**src/rtl/ssr_pkg.sv**
```systemverilog
`timescale 1ns/1ps
// Shared types for the serial shift port: clock-source modes, register
// addresses and the packed control-register layout.
package ssr_pkg;
    typedef enum logic [1:0] {
        MODE_OFF   = 2'd0,
        MODE_EXT   = 2'd1,
        MODE_TIMER = 2'd2,
        MODE_FAST  = 2'd3
    } shift_mode_e;

    localparam logic [1:0] ADDR_DATA = 2'd0;
    localparam logic [1:0] ADDR_CTRL = 2'd1;
    localparam logic [1:0] ADDR_DIV  = 2'd2;
    localparam logic [1:0] ADDR_STAT = 2'd3;

    // bit 3 handshake enable, bit 2 direction (1 = out), bits 1:0 mode
    typedef struct packed {
        logic        hs_en;
        logic        dir_out;
        shift_mode_e mode;
    } ctrl_t;
endpackage

```
**src/rtl/ssr_sync.sv**
```systemverilog
`timescale 1ns/1ps
// ssr_sync: multi-flop synchronizer for an asynchronous single-bit input.
// Assumes STAGES >= 2; the reset value is chosen to match the input's idle level.
module ssr_sync #(
    parameter int   STAGES  = 2,
    parameter logic RST_VAL = 1'b0
) (
    input  logic clk,
    input  logic rst_n,
    input  logic d,
    output logic q
);
    logic [STAGES-1:0] pipe;

    // Shift the asynchronous level through the register chain.
    always_ff @(posedge clk) begin
        if (!rst_n) pipe <= {STAGES{RST_VAL}};
        else        pipe <= {pipe[STAGES-2:0], d};
    end

    assign q = pipe[STAGES-1];
endmodule

```
**src/rtl/ssr_ext_edge.sv**
```systemverilog
`timescale 1ns/1ps
// ssr_ext_edge: registers the external shift clock on the system clock and turns
// its transitions into one-cycle fall/rise events. Assumes the pin idles high.
module ssr_ext_edge #(
    parameter int SYNC_STAGES = 2
) (
    input  logic clk,
    input  logic rst_n,
    input  logic pin,
    output logic fall_ev,
    output logic rise_ev
);
    logic cur, prev;

    ssr_sync #(.STAGES(SYNC_STAGES), .RST_VAL(1'b1)) u_sync (
        .clk(clk), .rst_n(rst_n), .d(pin), .q(cur)
    );

    // Keep a delayed copy of the synchronized clock for edge comparison.
    always_ff @(posedge clk) begin
        if (!rst_n) prev <= 1'b1;
        else        prev <= cur;
    end

    assign fall_ev = prev & ~cur;
    assign rise_ev = ~prev & cur;

    a_r2_single_event: assert property (@(posedge clk) disable iff (!rst_n)
        fall_ev |=> !fall_ev);
endmodule

```
**src/rtl/ssr_clkgen.sv**
```systemverilog
`timescale 1ns/1ps
// ssr_clkgen: local shift-clock source. Toggles every (limit+1) cycles while
// running, idles high, stops after the rise that follows a completed byte.
// restart has priority and suppresses that cycle's events.
module ssr_clkgen #(
    parameter int DIV_W = 8
) (
    input  logic             clk,
    input  logic             rst_n,
    input  logic             restart,
    input  logic             arm,
    input  logic             done_i,
    input  logic [DIV_W-1:0] limit,
    output logic             sclk,
    output logic             fall_ev,
    output logic             rise_ev
);
    logic             run;
    logic [DIV_W-1:0] tcnt;
    logic             tick;

    assign tick    = run && (tcnt == limit) && !restart;
    assign fall_ev = tick && sclk;
    assign rise_ev = tick && !sclk;

    // Half-period counter, clock level and run state.
    always_ff @(posedge clk) begin
        if (!rst_n) begin
            run  <= 1'b0;
            sclk <= 1'b1;
            tcnt <= '0;
        end else if (restart) begin
            run  <= arm;
            sclk <= 1'b1;
            tcnt <= '0;
        end else if (tick) begin
            if (!sclk && done_i) run <= 1'b0;
            sclk <= ~sclk;
            tcnt <= '0;
        end else if (run) begin
            tcnt <= tcnt + 1'b1;
        end
    end

    a_r9_idle_high: assert property (@(posedge clk) disable iff (!rst_n)
        !run |-> sclk);
    a_r8_hold_between_ticks: assert property (@(posedge clk) disable iff (!rst_n)
        (run && !tick && !restart) |=> $stable(sclk));
endmodule

```
**src/rtl/ssr_core.sv**
```systemverilog
`timescale 1ns/1ps
// ssr_core: the shift register, bit counter, byte-complete flag and output bit.
// A data-register access has priority over any shift event in the same cycle.
module ssr_core #(
    parameter int W = 8
) (
    input  logic         clk,
    input  logic         rst_n,
    input  logic         acc,
    input  logic         wr,
    input  logic [W-1:0] wdata,
    input  logic         shift_ev,
    input  logic         upd_ev,
    input  logic         sin,
    output logic [W-1:0] sr,
    output logic         done,
    output logic         sout
);
    localparam int CW = (W > 1) ? $clog2(W) : 1;
    localparam logic [CW-1:0] LAST = CW'(W - 1);

    logic [CW-1:0] cnt;

    // Load/clear on access, otherwise shift in MSB-first and count bits.
    always_ff @(posedge clk) begin
        if (!rst_n) begin
            sr   <= '0;
            cnt  <= '0;
            done <= 1'b0;
            sout <= 1'b0;
        end else if (acc) begin
            if (wr) begin
                sr   <= wdata;
                sout <= wdata[W-1];
            end
            cnt  <= '0;
            done <= 1'b0;
        end else begin
            if (shift_ev) begin
                sr  <= {sr[W-2:0], sin};
                cnt <= (cnt == LAST) ? '0 : cnt + 1'b1;
                if (cnt == LAST) done <= 1'b1;
            end
            if (upd_ev) sout <= sr[W-1];
        end
    end

    a_r6_access_clears: assert property (@(posedge clk) disable iff (!rst_n)
        acc |=> (!done && cnt == '0));
    a_r5_done_on_last: assert property (@(posedge clk) disable iff (!rst_n)
        (!acc && shift_ev && cnt == LAST) |=> done);
    a_r2_count_only_on_shift: assert property (@(posedge clk) disable iff (!rst_n)
        (!acc && !shift_ev) |=> ($stable(cnt) && $stable(sr)));
endmodule

```
**src/rtl/sync_shift_port.sv**
```systemverilog
`timescale 1ns/1ps
// sync_shift_port: top level. Register port, clock-source selection and
// wiring of the synchronizers, local clock generator and shift core.
// Assumes DIV_W <= DATA_W and DATA_W >= 4.
module sync_shift_port
    import ssr_pkg::*;
#(
    parameter int DATA_W      = 8,
    parameter int DIV_W       = 8,
    parameter int SYNC_STAGES = 2
) (
    input  logic              clk,
    input  logic              rst_n,
    input  logic [1:0]        bus_addr,
    input  logic              bus_wr,
    input  logic              bus_rd,
    input  logic [DATA_W-1:0] bus_wdata,
    output logic [DATA_W-1:0] bus_rdata,
    input  logic              sclk_in,
    output logic              sclk_out,
    output logic              sclk_oe,
    input  logic              sdata_in,
    output logic              sdata_out,
    output logic              sdata_oe,
    output logic              byte_done,
    output logic              hs_out
);
    ctrl_t             ctrl_q;
    logic [DIV_W-1:0]  div_q;
    logic [DIV_W-1:0]  limit;
    logic [DATA_W-1:0] sr_q;
    logic acc, cwr, internal;
    logic ext_fall, ext_rise, int_fall, int_rise;
    logic sin_s, shift_ev, upd_ev;

    assign acc      = (bus_wr || bus_rd) && (bus_addr == ADDR_DATA);
    assign cwr      = bus_wr && (bus_addr == ADDR_CTRL);
    assign internal = ctrl_q.mode[1];
    assign limit    = (ctrl_q.mode == MODE_FAST) ? '0 : div_q;

    // Control and divider registers.
    always_ff @(posedge clk) begin
        if (!rst_n) begin
            ctrl_q <= ctrl_t'(4'd0);
            div_q  <= '0;
        end else if (bus_wr) begin
            if (bus_addr == ADDR_CTRL) ctrl_q <= ctrl_t'(bus_wdata[3:0]);
            if (bus_addr == ADDR_DIV)  div_q  <= bus_wdata[DIV_W-1:0];
        end
    end

    ssr_ext_edge #(.SYNC_STAGES(SYNC_STAGES)) u_ext (
        .clk(clk), .rst_n(rst_n), .pin(sclk_in),
        .fall_ev(ext_fall), .rise_ev(ext_rise)
    );

    ssr_sync #(.STAGES(SYNC_STAGES), .RST_VAL(1'b0)) u_din (
        .clk(clk), .rst_n(rst_n), .d(sdata_in), .q(sin_s)
    );

    ssr_clkgen #(.DIV_W(DIV_W)) u_clk (
        .clk(clk), .rst_n(rst_n),
        .restart(acc || cwr), .arm(acc && internal), .done_i(byte_done),
        .limit(limit), .sclk(sclk_out),
        .fall_ev(int_fall), .rise_ev(int_rise)
    );

    // Pick the event source for the active clock mode.
    always_comb begin
        shift_ev = 1'b0;
        upd_ev   = 1'b0;
        if (ctrl_q.mode == MODE_EXT) begin
            shift_ev = ext_fall;
            upd_ev   = ext_rise;
        end else if (internal) begin
            shift_ev = int_fall;
            upd_ev   = int_rise;
        end
    end

    ssr_core #(.W(DATA_W)) u_core (
        .clk(clk), .rst_n(rst_n), .acc(acc), .wr(bus_wr), .wdata(bus_wdata),
        .shift_ev(shift_ev), .upd_ev(upd_ev), .sin(sin_s),
        .sr(sr_q), .done(byte_done), .sout(sdata_out)
    );

    // Register read multiplexer.
    always_comb begin
        unique case (bus_addr)
            ADDR_DATA: bus_rdata = sr_q;
            ADDR_CTRL: bus_rdata = {{(DATA_W-4){1'b0}}, ctrl_q};
            ADDR_DIV:  bus_rdata = DATA_W'(div_q);
            default:   bus_rdata = {{(DATA_W-1){1'b0}}, byte_done};
        endcase
    end

    assign sclk_oe  = internal;
    assign sdata_oe = ctrl_q.dir_out;
    assign hs_out   = byte_done && ctrl_q.hs_en;

    a_r11_hs_needs_done: assert property (@(posedge clk) disable iff (!rst_n)
        hs_out |-> byte_done);
    a_r12_off_frozen: assert property (@(posedge clk) disable iff (!rst_n)
        (ctrl_q.mode == MODE_OFF && !acc) |=> $stable(sr_q));
endmodule

```
**config.mk**
```make
export PLATFORM = sky130hd
export DESIGN_NAME = sync_shift_port
export DESIGN_NICKNAME = d
export VERILOG_FILES = /design/src/rtl/ssr_pkg.sv /design/src/rtl/ssr_sync.sv /design/src/rtl/ssr_ext_edge.sv /design/src/rtl/ssr_clkgen.sv /design/src/rtl/ssr_core.sv /design/src/rtl/sync_shift_port.sv
export SDC_FILE = /design/constraint.sdc
export NUM_CORES = 1
export LEC_CHECK = 0
export CAP_MARGIN = 20
export CORE_UTILIZATION = 45
export DETAILED_ROUTE_END_ITERATION = 6
export GPL_TIMING_DRIVEN = 0
export MAX_ROUTING_LAYER = met4
export PLACE_DENSITY = 0.8
export SKIP_LAST_GASP = 1
export SLEW_MARGIN = 20
export SYNTH_ARGS = -nofsm -noshare
export SYNTH_HDL_FRONTEND = slang
export SYNTH_SLANG_ARGS = --single-unit
```
**constraint.sdc**
```tcl
create_clock -name clk -period 2 [get_ports clk]
set_input_delay 0.5 -clock clk [delete_from_list [all_inputs] [get_ports clk]]
set_output_delay 0.5 -clock clk [all_outputs]
set_load 0.005 [all_outputs]
```
==> flow_summary.toml, run 1 <==
[status]
status = "finished clean"

[placement]
io_buffers = 29
hpwlAfterDp_um = 3424
place.gp.congestion = 0.8678

[timing]
slew_viol_final = 0
finalClockSkew_ns = 0.01182
rsz0062_at_grt = "true"
fin_crit_sh = 0.9842
fin_crit_ns = 1.968
finalSetupViolCount = 0
final_hold_viol_count = 0
fmax_mhz = 508.0
hold_ws_ns = 0.4121
tightest_slew_ns = 0.4608
maxSlewHeadroom = 0.6928

[routing]
postRouteWirelength_um = 4837
antenna_left = 0
post_drt_via_cell_ratio = 5.375
drc = 0
dr_total_vias = 1833
wl_per_cell_um = 14.18
drtIter0Drc = 85
dr.pass1.iters = 4

[worst_setup_path]
required_ns = 1.50
reg2regPathDepth = 7
arrival_ns = 1.47
worstSetupPathType = "input port to output port"
start_kind = "input port"
max_stage_delay_ns = 0.50
cp_num_buf_inv = 3
critPathMaxFanout = 3
crit_chain = "buf_2, clkbuf_8, mux4_2, clkdlybuf4s15_1"
cp_slowest_cell = "mux4_2"
critPathTopFamily = "multiplexers"
cp_num_cells = 4
critPathCaptureType = "output port"

[cells_and_area]
final_layout_size_suffix_gt1_frac = 0.1696
diodes = 0
area_growth_pct = 27.46
nets = 307
layout_common_cells = "nand2_1, dfxtp_1, mux2i_1"
fin_util = 0.6090
final_common_cell = "nand2_1"
fill_cells = 380

[die]
core_area_um2 = 4444
io_pins = 30
fp.dieH_um = 70.69
dieArea_um2 = 4997
die-width_um = 70.69
start_util = 0.4778
rows = 24

[pwr]
finalPower_mw = 1.709
cellPowerDensity_nw_per_um2 = 631.4
vdd_ir_drop_max_v = 0.0004339
power_leakage_nw = 1.057

[clocking]
cts_sinks = 40
cts_buffers = 5
clock_latency_ns = 0.31
cts_tree = "built"
h-tree-depth = 2
cts.path.max_buffers = 2
cts-root-buf = "clkbuf_8"
clk_pin_slew_ns = 0.08

[synth]
synth_cell_type_count = 43
yosys_warnings = 0
ys_seq_area_frac = 0.3771
synth_area_um2 = 2123
synth_seq_cells = 40
syn-num-nets = 261
synthArstFlopShare = 0
synthCells = 242
synth_edf_count = 0
syn_avg_cell_area_um2 = 8.774
synthFlopType = "dfxtp_1"

[min_path]
hold_path_depth = 1
hold_class = "flip-flop to flip-flop"

[grt]
grt_pass1_wl_um = 8093
grt_overflow_total = 0
grt_max_degree = 15
antenna_found_initial = 0
grt_pass1_vias = 1742
track_usage = 0.2139

[flow_run]
cap_violations = 0
==> state kept, by name (all words and copies together), names as in the netlist, 2 cells and up <==
name	count
u_clk.tcnt	8
u_ext.u_sync.pipe	2
ctrl_q	2
u_core.cnt	3
u_din.pipe	2
div_q	8
u_core.sr	8
==> metrics by stage <==
| stage | worst slack, ns | instances | instance area [um2] | TNS [ns] |
|---|---|---|---|---|
| floorplan | 0.02491 | 242 | 2123 | 0 |
| global placement | -1.229 | 323 | 2479 | -13.55 |
| detailed placement | -1.248 | 323 | 2479 | -14.94 |
| CTS | -0.009262 | 340 | 2681 | -0.009262 |
| global route | -0.01520 | 341 | 2706 | -0.04126 |
| finish | 0.03159 | 341 | 2706 | 0 |
==> synthesized netlist by cell type (all sizes together), types with 2 or more instances <==
master	instances	area, um2
nand3	11	55.05
and3	2	12.51
mux2i	24	240.2
ha	3	37.54
nand4	4	40.04
a21oi	3	15.01
o21ai	7	46.29
o21bai	2	18.77
nand2	46	172.7
xor2	8	70.07
mux2	7	78.83
inv	5	18.77
and2	7	46.30
buf	5	25.03
nand2b	6	37.54
nor4bb	3	30.03
clkbuf	8	30.03
nand3b	2	15.01
dfxtp	40	800.8
xnor2	2	17.52
nor2b	8	50.05
nor2	16	60.06
a21boi	10	75.07
o21a	2	15.01
==> per-layer routing <==
layer | share of wire | vias to the layer above | track usage
li1 | - | 923 | -
met1 | 0.48 | 850 | 0.2730
met2 | 0.46 | 46 | 0.3237
met3 | 0.037 | 14 | 0.04131
met4 | 0.029 | 0 | 0.1067
met5 | 0 | - | -
==> report_power, final <==
part           internal, mW  switching, mW  total [mW]
clock network         0.376          0.312       0.687
registers             0.811         0.0130       0.824
logic                 0.104         0.0931       0.197
==> worst register-to-register path, cell delays in order (launching register included) <==
cell and delay [ns]:
dfxtp_1 0.38, buf_4 0.19, a21boi_1 0.08, xor2_1 0.15, nor3_2 0.24, nand4_4 0.19, o31ai_2 0.34, mux2i_1 0.23
==> final cells by class <==
class                   instances  area (um2)  area share
multi-input cells             184        1261      0.4660
well taps                      52       65.06     0.02404
plain buffers                  13       87.58     0.03236
clock inverters                 3       47.55     0.01757
clock buffers                   5       68.82     0.02543
repair buffers                 39       355.3      0.1313
inverters                       5       18.77    0.006935
flip-flops and latches         40       802.0      0.2963
==> path summary, 6_finish.rpt <==
path | start | endpoint | slack (ns)
min | u_ext.u_sync.pipe[0] | u_ext.u_sync.pipe[1] | 0.41
min reg2reg | u_ext.u_sync.pipe[0] | u_ext.u_sync.pipe[1] | 0.41
max | bus_addr[0] | bus_rdata[0] | 0.03
max reg2reg | sclk_oe | u_core.sout | 0.11
==> timing repair <==
item	CTS	global route
gates cloned	0	0
setup buffers	9	1
pin swaps	1	1
resized for setup	37	9
hold buffers	0	0
endpoints found under the setup margin	22	15
==> kinds of logic after synthesis <==
group	count (synthesis)	share of synthesized area
buffers and inverters	18	0.03477
AOI/OAI and AO/OA	33	0.1190
DFF	40	0.3771
and+or+nand+nor	106	0.2493
xor gates and xnor gates	10	0.04125
muxes	32	0.1609
adders and majority gates	3	0.01768
Power figures use the tool's default switching activity.
==> run 2: changes to the inputs <==
- CORE_ASPECT_RATIO: unset -> 1.25
- CTS_CLUSTER_DIAMETER: unset -> 30
==> run 2 against run 1 <==
Global-route usage fell by 0.10 points. First-iteration DRC count rose by 19%. Total power fell by 7.5%.
==> flow_summary.toml, run 2 (synthesis gave the netlist of run 1 again) <==
[placement]
place_ws_ns = -1.269
dp_cells = 329
io_buffers = 29
place.gp.congestion = 0.8257
hpwlAfterDp_um = 3445
placed_area_um2 = 2486

[timing]
setup_slack_ns = 0.02994
tightest_slew_ns = 0.4472
hold_ws_ns = 0.4169
fin_crit_ns = 1.970
finalSetupViolCount = 0
fmax_mhz = 507.6
rsz0062_at_grt = "true"
fin_crit_sh = 0.9850
final_hold_viol_count = 0
maxSlewHeadroom = 0.7019
slew_viol_final = 0
finalClockSkew_ns = 0.003756
setup_tns_ns = 0

[grt]
grt_overflow_total = 0
grt_max_degree = 13
antenna_found_initial = 0
grt_pass1_vias = 1771
track_usage = 0.2129
grt_pass1_wl_um = 8135

[worst_setup_path]
worstSetupPathType = "input port to output port"
critPathCaptureType = "output port"
cp_slowest_cell = "mux4_2"
required_ns = 1.50
critPathMaxFanout = 3
start_kind = "input port"
crit_chain = "buf_2, clkbuf_8, mux4_2, clkdlybuf4s15_1"
max_stage_delay_ns = 0.50
arrival_ns = 1.47

[status]
status = "finished clean"

[clocking]
cts_tree = "built"
cts.path.max_buffers = 2
clock_latency_ns = 0.29
cts.hold.buffers_added = 0
h-tree-depth = 2
cts_buffers = 5
cts-root-buf = "clkbuf_8"
cts_sinks = 40
clk_pin_slew_ns = 0.07

[die]
dieArea_um2 = 4999
rows = 27
die-width_um = 63.44
core_area_um2 = 4459
start_util = 0.4762
fp.dieH_um = 78.80
io_pins = 30

[pwr]
intPower_mw = 1.194
swShare = 0.2450
comb_power_share = 0.127
power_leakage_nw = 1.049
cellPowerDensity_nw_per_um2 = 584.5
power.share.clock = 0.352
vdd_ir_drop_max_v = 0.0004863
finalPower_mw = 1.581
seq_power_share = 0.521
switching_power_uw = 387.3

[routing]
dr.pass1.iters = 4
antenna_left = 0
postRouteWirelength_um = 4943
drtIter0Drc = 101
wl_per_cell_um = 14.37
dr_total_vias = 1848
post_drt_via_cell_ratio = 5.372
drc = 0

[cells_and_area]
layout_common_cells = "nand2_1, dfxtp_1, mux2i_1"
fin_area_um2 = 2705
final_layout_size_suffix_gt1_frac = 0.1573
ff_latch_area_um2 = 800.8
fin_util = 0.6066
fill_cells = 395
final_common_cell = "nand2_1"
nets = 304
diodes = 0
multiInputGateArea_um2 = 1269
fin_cells = 344
area_growth_pct = 27.40
top_regs = "div_q: 8 flops, u_clk.tcnt: 8 flops, u_core.sr: 8 flops"

[min_path]
hold_class = "flip-flop to flip-flop"

[flow_run]
cap_violations = 0
[run 2: final cells by class]
class | instances | area share
clock buffer | 6 | 0.03053
clock inverter | 2 | 0.003700
sequential | 40 | 0.2960
timing repair buffer | 36 | 0.1346
multi-input combinational | 184 | 0.4690
buffer | 13 | 0.03238
inverter | 5 | 0.006938
tap | 58 | 0.02683
[run 2: metal layers]
layer | share of wire | global-route usage | vias up
met5 | 0 | - | -
met4 | 0.029 | 0.1045 | 0
met3 | 0.034 | 0.03305 | 10
met2 | 0.50 | 0.3681 | 49
met1 | 0.44 | 0.2370 | 874
li1 | - | - | 915
[run 2: final timing paths]
kind | startpoint | endpoint | slack, ns | depth (start not counted)
worst max-delay path | bus_addr[0] | bus_rdata[0] | 0.03 | 4
worst min-delay path | u_ext.u_sync.pipe[0] | u_ext.u_sync.pipe[1] | 0.42 | 1
worst max register to register | sclk_oe | u_core.sout | 0.07 | 7
worst min register to register | u_ext.u_sync.pipe[0] | u_ext.u_sync.pipe[1] | 0.42 | 1
[run 2: power groups by stage]
stage | logic [mW] | registers (mW) | clock network (mW)
2_1_floorplan | 0.103 | 0.838 | 0
3_3_place_gp | 0.168 | 0.841 | 0
3_5_place_dp | 0.170 | 0.842 | 0
4_1_cts | 0.193 | 0.823 | 0.563
5_1_grt | 0.216 | 0.826 | 0.592
6_report | 0.201 | 0.823 | 0.557
[run 2: timing repair]
action,CTS,global route
setup buffers,4,1
setup endpoints to repair,21,13
pin swaps,0,1
gates resized for setup,39,5
gates cloned,2,0
[run 2: critical path, delay by kind of cell]
family,cells,cell delay (ns)
mux,1,0.50
buf+inv,3,0.47
==> run 3: changes to the inputs <==
- CORE_ASPECT_RATIO: 1.25 -> 1.4
- clock period: 2 -> 1.9 ns (I/O delays scaled with it)
==> run 3 against run 2 <==
Clock-buffer cell count fell by 1. Clock skew rose by 0.0037 ns. Global-route usage rose by 1.7 points. Sequential share of layout area fell by 0.081 points. Cell count rose by 2.0%. Highest routed layer unchanged.
==> flow_summary.toml, run 3 (synthesis gave the netlist of run 1 again) <==
[timing]
maxSlewHeadroom = 0.6959
tightest_slew_ns = 0.4561
finalSetupViolCount = 0
finalClockSkew_ns = 0.007426
slew_viol_final = 0
setup_tns_ns = 0
fin_crit_sh = 0.9966
fmax_mhz = 528.1
rsz0062_at_grt = "true"
final_hold_viol_count = 0
fin_crit_ns = 1.894

[clocking]
cts.path.max_buffers = 2
clock_latency_ns = 0.30
cts_tree = "built"
clk_pin_slew_ns = 0.08
h-tree-depth = 2
cts-root-buf = "clkbuf_8"
cts_sinks = 40
cts_buffers = 5
cts.hold.buffers_added = 0

[cells_and_area]
nets = 307
final_common_cell = "nand2_1"
final_layout_size_suffix_gt1_frac = 0.2076
fill_cells = 381
layout_common_cells = "nand2_1, dfxtp_1, mux2i_1"
area_growth_pct = 29.35
fin_util = 0.6055
diodes = 0
top_regs = "div_q: 8 flops, u_clk.tcnt: 8 flops, u_core.sr: 8 flops"

[worst_setup_path]
start_kind = "input port"
required_ns = 1.42
cp_slowest_cell = "mux4_2"
crit_top_cell = "buf_2"
crit_chain = "buf_2, clkbuf_8, mux4_2, buf_2"
critPathMaxFanout = 9
critPathCaptureType = "output port"
worstSetupPathType = "input port to output port"
critPathTopFamily = "multiplexers"
cp_num_buf_inv = 3
arrival_ns = 1.42
max_stage_delay_ns = 0.51

[die]
start_util = 0.4681
dieArea_um2 = 5001
core_area_um2 = 4536
die-width_um = 60.06
rows = 29
io_pins = 30
fp.dieH_um = 83.28

[min_path]
hold_class = "flip-flop to flip-flop"

[pwr]
power_leakage_nw = 1.063
cellPowerDensity_nw_per_um2 = 647.4
vdd_ir_drop_max_v = 0.0004058

[routing]
postRouteWirelength_um = 5161
dr.pass1.iters = 5
drc = 0
wl_per_cell_um = 14.70
antenna_left = 0
post_drt_via_cell_ratio = 5.370
dr_total_vias = 1885
drtIter0Drc = 72

[grt]
grt_pass1_vias = 1892
grt_max_degree = 14
track_usage = 0.2295
grt_overflow_total = 0
grt_pass1_wl_um = 8631
antenna_found_initial = 0

[placement]
hpwlAfterDp_um = 3571
io_buffers = 29
place.gp.congestion = 0.8997

[status]
status = "finished clean"

[flow_run]
cap_violations = 0
run 3: cell types whose count changed in the layout (fill, tap and decap cells not counted), moves of 2 or more:
| cell | previous run | this run |
|---|---|---|
| dfxtp_1 | 40 | 34 |
| buf_4 | 4 | 9 |
| dfxtp_2 | 0 | 5 |
| o21ai_0 | 4 | 2 |
| o21ai_2 | 0 | 2 |
run 3: cell type report:
class / count / area, um2 / share of cell area
sequential: 40 / 810.8 / 0.2952
multi-input combinational: 184 / 1285 / 0.4679
buffer: 12 / 86.33 / 0.03144
timing repair buffer: 40 / 356.6 / 0.1298
tap: 62 / 77.57 / 0.02825
clock buffer: 5 / 68.82 / 0.02506
clock inverter: 3 / 42.54 / 0.01549
inverter: 5 / 18.77 / 0.006834
run 3: through the flow:
| stage | hold WS [ns] | cells | power [mW] | setup WS, ns | instance area, um2 |
|---|---|---|---|---|---|
| after floorplan | 0.3863 | 242 | 0.9912 | 0.06494 | 2125 |
| after global placement | 0.3901 | 333 | 1.062 | -1.158 | 2492 |
| after detailed placement | 0.4070 | 333 | 1.066 | -1.181 | 2492 |
| after CTS | 0.4362 | 349 | 1.782 | -0.01232 | 2693 |
| after global routing | 0.4542 | 351 | 1.846 | -0.01090 | 2746 |
| final | 0.4308 | 351 | 1.778 | 0.006401 | 2746 |
run 3: path summary, 6_finish.rpt:
kind	start	endpoint	slack [ns]	cells past startpoint
worst max-delay path	bus_addr[0]	bus_rdata[0]	0.006	4
worst min-delay path	u_ext.u_sync.pipe[0]	u_ext.u_sync.pipe[1]	0.43	1
worst max register to register	ctrl_q[0]	u_core.sr[5]	0.11	7
worst min register to register	u_ext.u_sync.pipe[0]	u_ext.u_sync.pipe[1]	0.43	1
run 3: routing by layer:
layer,share of wire,GRT usage
met1,0.40,0.2631
met3,0.038,0.03115
met5,0,-
met4,0.034,0.1099
met2,0.52,0.3808
run 3: repair_timing:
action	CTS	global route
gates cloned	1	0
gates resized for setup	44	16
endpoints found under the setup margin	29	25
pin swaps	1	5
buffers inserted	7	4
run 3: power breakdown:
part	internal, mW	leakage [nW]	switching, mW	total (mW)
Combinational	0.110	0.682	0.101	0.211
Clock	0.389	0.0541	0.311	0.700
Sequential	0.853	0.327	0.0145	0.867
Total	1.35	1.06	0.427	1.78
